File: src/rtl/pwm_dac_pkg.sv
package pwm_dac_pkg;
  // Reset duty value: half scale
  localparam logic [7:0] DUTY_RESET = 8'h80;
  // Channels whose pins can be taken by external functions
  localparam int ADC_CH_A = 0;
  localparam int ADC_CH_B = 1;
  localparam int SER_CH_A = 4;
  localparam int SER_CH_B = 5;

  // Address offset of a channel: fixed channels are packed, the shared
  // ones sit one slot higher, leaving a hole after the fixed group.
  function automatic int chan_ofs(input int idx, input int nfixed);
    return (idx < nfixed) ? idx : idx + 1;
  endfunction
endpackage

File: src/rtl/pwm_frame_ctr.sv
module pwm_frame_ctr #(
  parameter int W = 8
) (
  input  logic         clk,
  input  logic         rst_n,
  input  logic         step_en,
  output logic [W-1:0] cnt_nxt,
  output logic         wrap
);
  logic [W-1:0] cnt_q;

  assign cnt_nxt = cnt_q + 1'b1;
  assign wrap    = step_en && (&cnt_q);

  always_ff @(posedge clk or negedge rst_n) begin
    if (!rst_n)       cnt_q <= '0;
    else if (step_en) cnt_q <= cnt_nxt;
  end

  AST_CNT_ADVANCE: assert property (@(posedge clk) disable iff (!rst_n)
    step_en |=> cnt_q == $past(cnt_q) + 1'b1);
  AST_CNT_FROZEN: assert property (@(posedge clk) disable iff (!rst_n)
    !step_en |=> $stable(cnt_q));
endmodule

File: src/rtl/pwm_regfile.sv
module pwm_regfile
  import pwm_dac_pkg::*;
#(
  parameter int W         = 8,
  parameter int AW        = 8,
  parameter int NUM_FIXED = 7,
  parameter int NUM_SHR   = 6,
  parameter int DUTY_BASE = 'h30,
  parameter int SEL_ADDR  = 'h2F,
  localparam int NUM_CH   = NUM_FIXED + NUM_SHR
) (
  input  logic                     clk,
  input  logic                     rst_n,
  input  logic                     wr,
  input  logic [AW-1:0]            addr,
  input  logic [W-1:0]             wdata,
  input  logic                     load,
  output logic [NUM_CH-1:0][W-1:0] active,
  output logic [NUM_CH-1:0][W-1:0] staged,
  output logic [NUM_SHR-1:0]       sel_n,
  output logic [W-1:0]             rdata
);
  localparam logic [AW-1:0] HOLE_A = AW'(DUTY_BASE + NUM_FIXED);

  for (genvar i = 0; i < NUM_CH; i++) begin : g_duty
    localparam logic [AW-1:0] MY_A = AW'(DUTY_BASE + chan_ofs(i, NUM_FIXED));
    always_ff @(posedge clk or negedge rst_n) begin
      if (!rst_n) begin
        staged[i] <= W'(DUTY_RESET);
        active[i] <= W'(DUTY_RESET);
      end else begin
        if (wr && addr == MY_A) staged[i] <= wdata;
        if (load)               active[i] <= staged[i];
      end
    end
  end

  always_ff @(posedge clk or negedge rst_n) begin
    if (!rst_n)                             sel_n <= '1;
    else if (wr && addr == AW'(SEL_ADDR))   sel_n <= wdata[NUM_SHR-1:0];
  end

  always_comb begin
    rdata = '0;
    for (int i = 0; i < NUM_CH; i++)
      if (addr == AW'(DUTY_BASE + chan_ofs(i, NUM_FIXED))) rdata = staged[i];
    if (addr == AW'(SEL_ADDR)) rdata = {{(W-NUM_SHR){1'b0}}, sel_n};
  end

  AST_HOLE_NO_WRITE: assert property (@(posedge clk) disable iff (!rst_n)
    (wr && addr == HOLE_A) |=> $stable(staged));
  AST_ACTIVE_HELD: assert property (@(posedge clk) disable iff (!rst_n)
    !load |=> $stable(active));
endmodule

File: src/rtl/pwm_chan.sv
module pwm_chan
  import pwm_dac_pkg::*;
#(
  parameter int W = 8
) (
  input  logic         clk,
  input  logic         rst_n,
  input  logic         step_en,
  input  logic         wrap,
  input  logic [W-1:0] cnt_nxt,
  input  logic [W-1:0] active,
  input  logic [W-1:0] staged,
  input  logic         own,
  output logic         pull_low
);
  logic [W-1:0] duty_nxt;
  logic         high_q;

  // At the wrap edge the staged value becomes the one in force
  assign duty_nxt = wrap ? staged : active;

  always_ff @(posedge clk or negedge rst_n) begin
    if (!rst_n)       high_q <= (DUTY_RESET != 8'h00); // count 0 vs reset duty
    else if (step_en) high_q <= (cnt_nxt < duty_nxt);
  end

  assign pull_low = own & ~high_q;

  AST_OUT_HOLD: assert property (@(posedge clk) disable iff (!rst_n)
    !step_en |=> $stable(high_q));
  AST_ZERO_DUTY_LOW: assert property (@(posedge clk) disable iff (!rst_n)
    (step_en && duty_nxt == '0) |=> !high_q);
  AST_FRAME_START_HIGH: assert property (@(posedge clk) disable iff (!rst_n)
    (step_en && cnt_nxt == '0 && duty_nxt != '0) |=> high_q);
endmodule

File: src/rtl/pwm_dac_bank.sv
module pwm_dac_bank
  import pwm_dac_pkg::*;
#(
  parameter int W         = 8,
  parameter int AW        = 8,
  parameter int NUM_FIXED = 7,
  parameter int NUM_SHR   = 6,
  parameter int DUTY_BASE = 'h30,
  parameter int SEL_ADDR  = 'h2F,
  localparam int NUM_CH   = NUM_FIXED + NUM_SHR
) (
  input  logic              clk,
  input  logic              rst_n,
  input  logic              step_en,
  input  logic              reg_wr,
  input  logic [AW-1:0]     reg_addr,
  input  logic [W-1:0]      reg_wdata,
  output logic [W-1:0]      reg_rdata,
  input  logic [1:0]        adc_claim,
  input  logic              i2c_claim,
  output logic [NUM_CH-1:0] pwm_own,
  output logic [NUM_CH-1:0] pull_low
);
  logic [W-1:0]             cnt_nxt;
  logic                     wrap;
  logic [NUM_CH-1:0][W-1:0] active;
  logic [NUM_CH-1:0][W-1:0] staged;
  logic [NUM_SHR-1:0]       sel_n;
  logic [NUM_CH-1:0]        claimed;

  pwm_frame_ctr #(.W(W)) u_ctr (
    .clk(clk), .rst_n(rst_n), .step_en(step_en),
    .cnt_nxt(cnt_nxt), .wrap(wrap)
  );

  pwm_regfile #(
    .W(W), .AW(AW), .NUM_FIXED(NUM_FIXED), .NUM_SHR(NUM_SHR),
    .DUTY_BASE(DUTY_BASE), .SEL_ADDR(SEL_ADDR)
  ) u_regs (
    .clk(clk), .rst_n(rst_n), .wr(reg_wr), .addr(reg_addr),
    .wdata(reg_wdata), .load(wrap), .active(active), .staged(staged),
    .sel_n(sel_n), .rdata(reg_rdata)
  );

  always_comb begin
    claimed           = '0;
    claimed[ADC_CH_A] = adc_claim[0];
    claimed[ADC_CH_B] = adc_claim[1];
    claimed[SER_CH_A] = i2c_claim;
    claimed[SER_CH_B] = i2c_claim;
  end

  for (genvar i = 0; i < NUM_CH; i++) begin : g_ch
    logic picked;
    if (i < NUM_FIXED) begin : g_fixed
      assign picked = 1'b1;
    end else begin : g_shared
      assign picked = ~sel_n[i-NUM_FIXED];
    end
    assign pwm_own[i] = picked & ~claimed[i];

    pwm_chan #(.W(W)) u_chan (
      .clk(clk), .rst_n(rst_n), .step_en(step_en), .wrap(wrap),
      .cnt_nxt(cnt_nxt), .active(active[i]), .staged(staged[i]),
      .own(pwm_own[i]), .pull_low(pull_low[i])
    );
  end

  AST_ADC_YIELD: assert property (@(posedge clk) disable iff (!rst_n)
    adc_claim[0] |-> !pwm_own[ADC_CH_A] && !pull_low[ADC_CH_A]);
  AST_SER_YIELD: assert property (@(posedge clk) disable iff (!rst_n)
    i2c_claim |-> !pull_low[SER_CH_A] && !pull_low[SER_CH_B]);
  AST_UNOWNED_QUIET: assert property (@(posedge clk) disable iff (!rst_n)
    ((pull_low & ~pwm_own) == '0));
endmodule

File: config.mk
export PLATFORM = sky130hd
export DESIGN_NAME = pwm_dac_bank
export DESIGN_NICKNAME = d
export VERILOG_FILES = /design/src/rtl/pwm_dac_pkg.sv /design/src/rtl/pwm_frame_ctr.sv /design/src/rtl/pwm_regfile.sv /design/src/rtl/pwm_chan.sv /design/src/rtl/pwm_dac_bank.sv
export SDC_FILE = /design/constraint.sdc
export NUM_CORES = 1
export LEC_CHECK = 0
export BUFFER_PORTS_ARGS = -buffer_cell sky130_fd_sc_hd__clkbuf_2
export CORE_UTILIZATION = 25
export DETAILED_ROUTE_END_ITERATION = 8
export GPL_TIMING_DRIVEN = 0
export MAX_ROUTING_LAYER = met4
export PLACE_DENSITY_LB_ADDON = 0.1
export SYNTH_ARGS = -nofsm -noshare
export SYNTH_HDL_FRONTEND = slang
export SYNTH_SLANG_ARGS = --single-unit
File: constraint.sdc
create_clock -name clk -period 4.2 [get_ports clk]
set_input_delay 0.63 -clock clk [delete_from_list [all_inputs] [get_ports clk]]
set_output_delay 0.63 -clock clk [all_outputs]
set_load 0.01 [all_outputs]
# ---- After elaboration in Yosys (flattened, before gate mapping)
# Cells that the tools add are included.
dict set report op_classes {
  addsub 1
  magnitude_cmp 13
  eq_ne 14
  muxes 27
  n_bitwise 32
  reduce_logical 16
}
# cell count
set ops {}
lappend ops {{$mux 8} 27}
lappend ops {{$eq 8x6->1 const B} 14}
lappend ops {{$lt 8x8->1} 13}
lappend ops {{$not 1->1} 22}
lappend ops {{$logic_and 1x1->1} 15}
lappend ops {{$and 1x1->1} 10}
lappend ops {{$add 8x1->8 const B} 1}
lappend ops {{$reduce_and 8->1} 1}
dict set report word_totals {
  reg_bits 235
  input_bits 23
  word_cells 144
}

# ---- Longest topological paths before layout
dict set report logic_depth {
  word_depth 15
  ltp_mapped 13
  depth_no_buf 10
}

# ---- Cells and area by module
# Synthesis repeated with hierarchy kept, for this count alone.
dict set report hier_totals {
  hier_cells 1120
  hier_area_um2 13593.0
}
# module instances cells_each area_per_inst_um2 seq_area_each_um2
set modules_own_cells {}
lappend modules_own_cells {pwm_regfile 1 680 9400.3 5395.2}
lappend modules_own_cells {{pwm_chan (g_ch[0].u_chan ...)} 9 29 279.0 26.3}
lappend modules_own_cells {{pwm_chan (g_ch[2].u_chan ...)} 4 29 277.8 26.3}
lappend modules_own_cells {pwm_frame_ctr 1 43 457.9 200.2}
lappend modules_own_cells {pwm_dac_bank 1 20 112.6 0.0}

# ---- Least setup slack after synthesis
# OpenSTA, ideal clock, no wires.
dict set report synth_path {
  path_kind {reg2reg}
  start {reg u_ctr.cnt_q[0]}
  end {reg g_ch[9].u_chan.high_q}
  setup_ns 0.105
  arrival_ns 2.873
  slack_ns 1.221
  path_stages_with_launch 14
  n_path_buf 3
  period_less_slack_ns 2.979
  path_cell_list {dfrtp_1 ha_1 nand2_1 nor3_4 buf_6 buf_12 buf_8 mux2i_1 ha_1 a21o_1 a21o_1 a21oi_1 o21ai_0 o41ai_1}
}
dict set report synth_via {
  elab_chain_len 4
  elab_cells_between_ends 5
}
# item line
set synth_lines {}
lappend synth_lines {{from (decl)} pwm_frame_ctr.sv:10} ;# logic [W-1:0] cnt_q;
lappend synth_lines {{from (signal assigned)} pwm_frame_ctr.sv:17} ;# else if (step_en) cnt_q <= cnt_nxt;
lappend synth_lines {{parallel branches: the longest is 3 deep, another holds $add 8x1->8} -}
lappend synth_lines {{$lt 8x8->1 (*)} pwm_chan.sv:24} ;# else if (step_en) high_q <= (cnt_nxt < duty_nxt);
lappend synth_lines {{to (signal assigned)} pwm_chan.sv:23} ;# if (!rst_n) high_q <= (DUTY_RESET != 8'h00);
lappend synth_lines {{to (signal assigned)} pwm_chan.sv:24}
lappend synth_lines {{to (decl)} pwm_chan.sv:17} ;# logic high_q;
# Every way passes the cells marked *.
# A chain may end at the register's enable or synchronous reset.

# ---- Worst setup path in the final report
# Same ends and word-level chain as after synthesis.

==> results.yml <==
outcome:
  status: "finished clean"
critical_path:
  reg2reg_depth: 13
  path_max_fanout: 10
  worstReg2RegStart: "u_ctr.cnt_q[0]$_DFFE_PN0P_"
  path_class: "reg2reg"
  cp-end-kind: "register"
  r2r_slack_ns: 0.33
  worstPathArrival_ns: 4.32
  r2r-end: "g_ch[9].u_chan.high_q$_DFFE_PN1P_"
  critPathRequiredTime_ns: 4.66
  start_kind: "register"
synthesis:
  yosysUniqueCellTypes: 71
  synth-seq-cells: 235
  yosys_warnings: 0
  synthTopCellsByArea: "dfrtp_1 (37%), mux2_2 (11%), dfstp_2 (9.1%), ha_1 (8.9%), mux2i_1 (7.6%)"
  synth_top_area_share_pct: 36.7
  synth.most_common_cell: "dfrtp_1"
  yosys.area.top_type: "dfrtp_1"
  synth_edf_count: 0
  synthArstFlopShare_pct: 100
  seq_area_frac_synth_pct: 45.8
  syn_area_um2: 13000
  postSynthCellCount: 1119
  avgSynthCellArea_um2: 11.6
  synth_common_cells: "dfrtp_1 (190), mux2_2 (127), inv_1 (106), mux2i_1 (99), ha_1 (92)"
  synthFlopType: "dfrtp_1"
cells_and_area:
  fin_nets: 1325
  n_fill_cell: 5328
  num_antenna_cells: 0
  layout-drive-gt1-share_pct: 30.3
  multi_input_area_um2: 6170
  fin_cells: 1912
  finish.utilization_pct: 29.9
  register_area_um2: 5940
  syn_to_final_growth_pct: 18.5
routing:
  routed_wl_um: 45200
  drc_errors: 0
  ant_nets: 0
  dr_total_vias: 8813
  first_pass_iters: 5
  wl_per_cell_um: 23.6
  via_per_inst: 4.61
  drt-initial-drc-count: 437
pwr:
  ir_drop_mv: 0.288
  powerDensity_nw_per_um2: 542
  power_leakage_nw: 7.49
placed_design:
  hpwl_um: 32700
  dp.cells: 1858
  pre_cts_ws_ns: -0.0697
  numPortBuffers: 52
  place_congestion: 0.911
die:
  core.rowCount: 83
  design.core.area_um2: 51300
  io_pins: 57
  die_w_um: 230
  dieHeight_um: 230
  dieArea_um2: 52800
  initial_core_util_pct: 25.3
global_route:
  grt_max_degree: 98
  met1_usage_pct: 24.8
  grt_pass1_vias: 9179
  grt_pass1_wl_um: 66900
  grtUsageMet3_pct: 1.88
  antenna_found_initial: 0
  grt-ovfl-total: 0
  met2_usage_pct: 28.5
  grtUsageTotal_pct: 18.0
  grt-busiest-layer: "met2"
flow_run:
  maxCapViolCount: 0
timing:
  min_period_ns: 3.87
  finalCritPeriodShare_pct: 92.1
  rsz0062_at_grt: "false"
  final-max-slew-violation-count: 0
  setup_violations: 0
  fin_ws_ns: 0.333
  skew_ns: 0.00964
  hold_viol: 0
  worstMarginPinSlew_ns: 1.18
  relSlewSlack_pct: 21.2
  fmax_mhz: 259
  hold-worst-slack_ns: 0.107
cts:
  numCtsBuffers: 30
  htree_levels: 1
  cts_tree: "built"
  cts_hold_buf: 0
  cts_root_buf: "clkbuf_16"
  clock_sinks: 235
  post-cts-setup-buffer-count: 0
  clkTransAtPathRegs_ns: 0.06
  clock_latency_ns: 0.57
  clock_path_buffers: 3
worst_hold_path:
  min_path_type: "in2async"
==> layout by cell type, fill, tap and decap left out, drive strengths merged, types with 27 or more instances in the layout <==
cell type	count
dfrtp	190
mux2	129
clkbuf	110
inv	106
mux2i	99
ha	92
buf	63
dfstp	45
a21oi	44
nand2	42
nor2	39
nand4	27
==> power by group <==
| part | leakage (nW) | internal (mW) | switching, mW |
|---|---|---|---|
| registers | 3.09 | 2.46 | 0.183 |
| clock network | 0.536 | 1.81 | 1.05 |
| logic | 3.86 | 1.19 | 1.63 |
==> through the flow <==
stage | TNS (ns) | cell area (µm²) | power (mW)
4_1_cts | 0 | 15400 | 8.46
6_report | 0 | 15400 | 8.33
2_1_floorplan | 0 | 13000 | 4.47
5_1_grt | 0 | 15400 | 8.94
3_3_place_gp | -626.88 | 14100 | 5.42
3_5_place_dp | -0.0878 | 14300 | 5.54
==> flip-flops by register name, summed over array words and instances (netlist names) <==
signal              count
u_regs.active         104
u_regs.staged         104
g_ch.u_chan.high_q     13
u_regs.sel_n            6
u_ctr.cnt_q             8
==> cells by family (layout without fill, tap and decap cells) <==
logic type	count (synthesis)	count (layout)	share of synthesized area, %
muxes	234	234	20.0
xor gates and xnor gates	13	13	0.879
AOI/OAI and AO/OA	167	167	8.69
other	1	3	0.0289
buffers and inverters	180	291	7.21
adders and majority gates	92	92	8.88
and+or+nand+nor	197	197	8.54
DFF	235	235	45.8
==> repair_timing <==
action,in CTS,in global routing
gates resized for setup,1,0
cloned,0,0
endpoints found under the setup margin,3,2
pin swaps,0,1
==> layout make-up <==
type | count | share of cell area (%)
buffer | 74 | 3.50
clock buffer | 42 | 5.71
clock inverter | 12 | 1.39
inverter | 106 | 2.59
multi-input combinational | 706 | 40.2
sequential | 235 | 38.7
tap | 680 | 5.54
timing repair buffer | 57 | 2.40
==> worst max-delay path by stage <==
stage	from	end	slack [ns]	cells after the start
floorplan	u_ctr.cnt_q[0]$_DFFE_PN0P_	g_ch[9].u_chan.high_q$_DFFE_PN1P_	1.22	13
global placement	rst_n	u_ctr.cnt_q[0]$_DFFE_PN0P_	-3.02	1
detailed placement	u_ctr.cnt_q[0]$_DFFE_PN0P_	g_ch[9].u_chan.high_q$_DFFE_PN1P_	-0.07	13
CTS	u_ctr.cnt_q[0]$_DFFE_PN0P_	g_ch[9].u_chan.high_q$_DFFE_PN1P_	0.14	13
global route	u_ctr.cnt_q[0]$_DFFE_PN0P_	g_ch[9].u_chan.high_q$_DFFE_PN1P_	0.01	13
finish	u_ctr.cnt_q[0]$_DFFE_PN0P_	g_ch[9].u_chan.high_q$_DFFE_PN1P_	0.33	13
==> metal layers <==
layer	wire, µm	share of wire, %	up-vias
li1	-	-	4165
met1	22200	49	4485
met2	21000	46	117
met3	1180	2.6	46
met4	796	1.8	0
met5	0	0	-
==> worst max-delay path, stage by stage (launching register included) <==
cell and delay (ns):
dfrtp_2 0.57, ha_1 0.34, nand2_1 0.19, nor3_4 0.33
buf_6 0.31, buf_12 0.21, buf_8 0.21, mux2i_1 0.27
ha_1 0.28, a21o_1 0.18, a21o_1 0.16, a21oi_1 0.19
o21ai_0 0.10, o41ai_1 0.34
No activity file was read; power rests on OpenSTA's default activity.
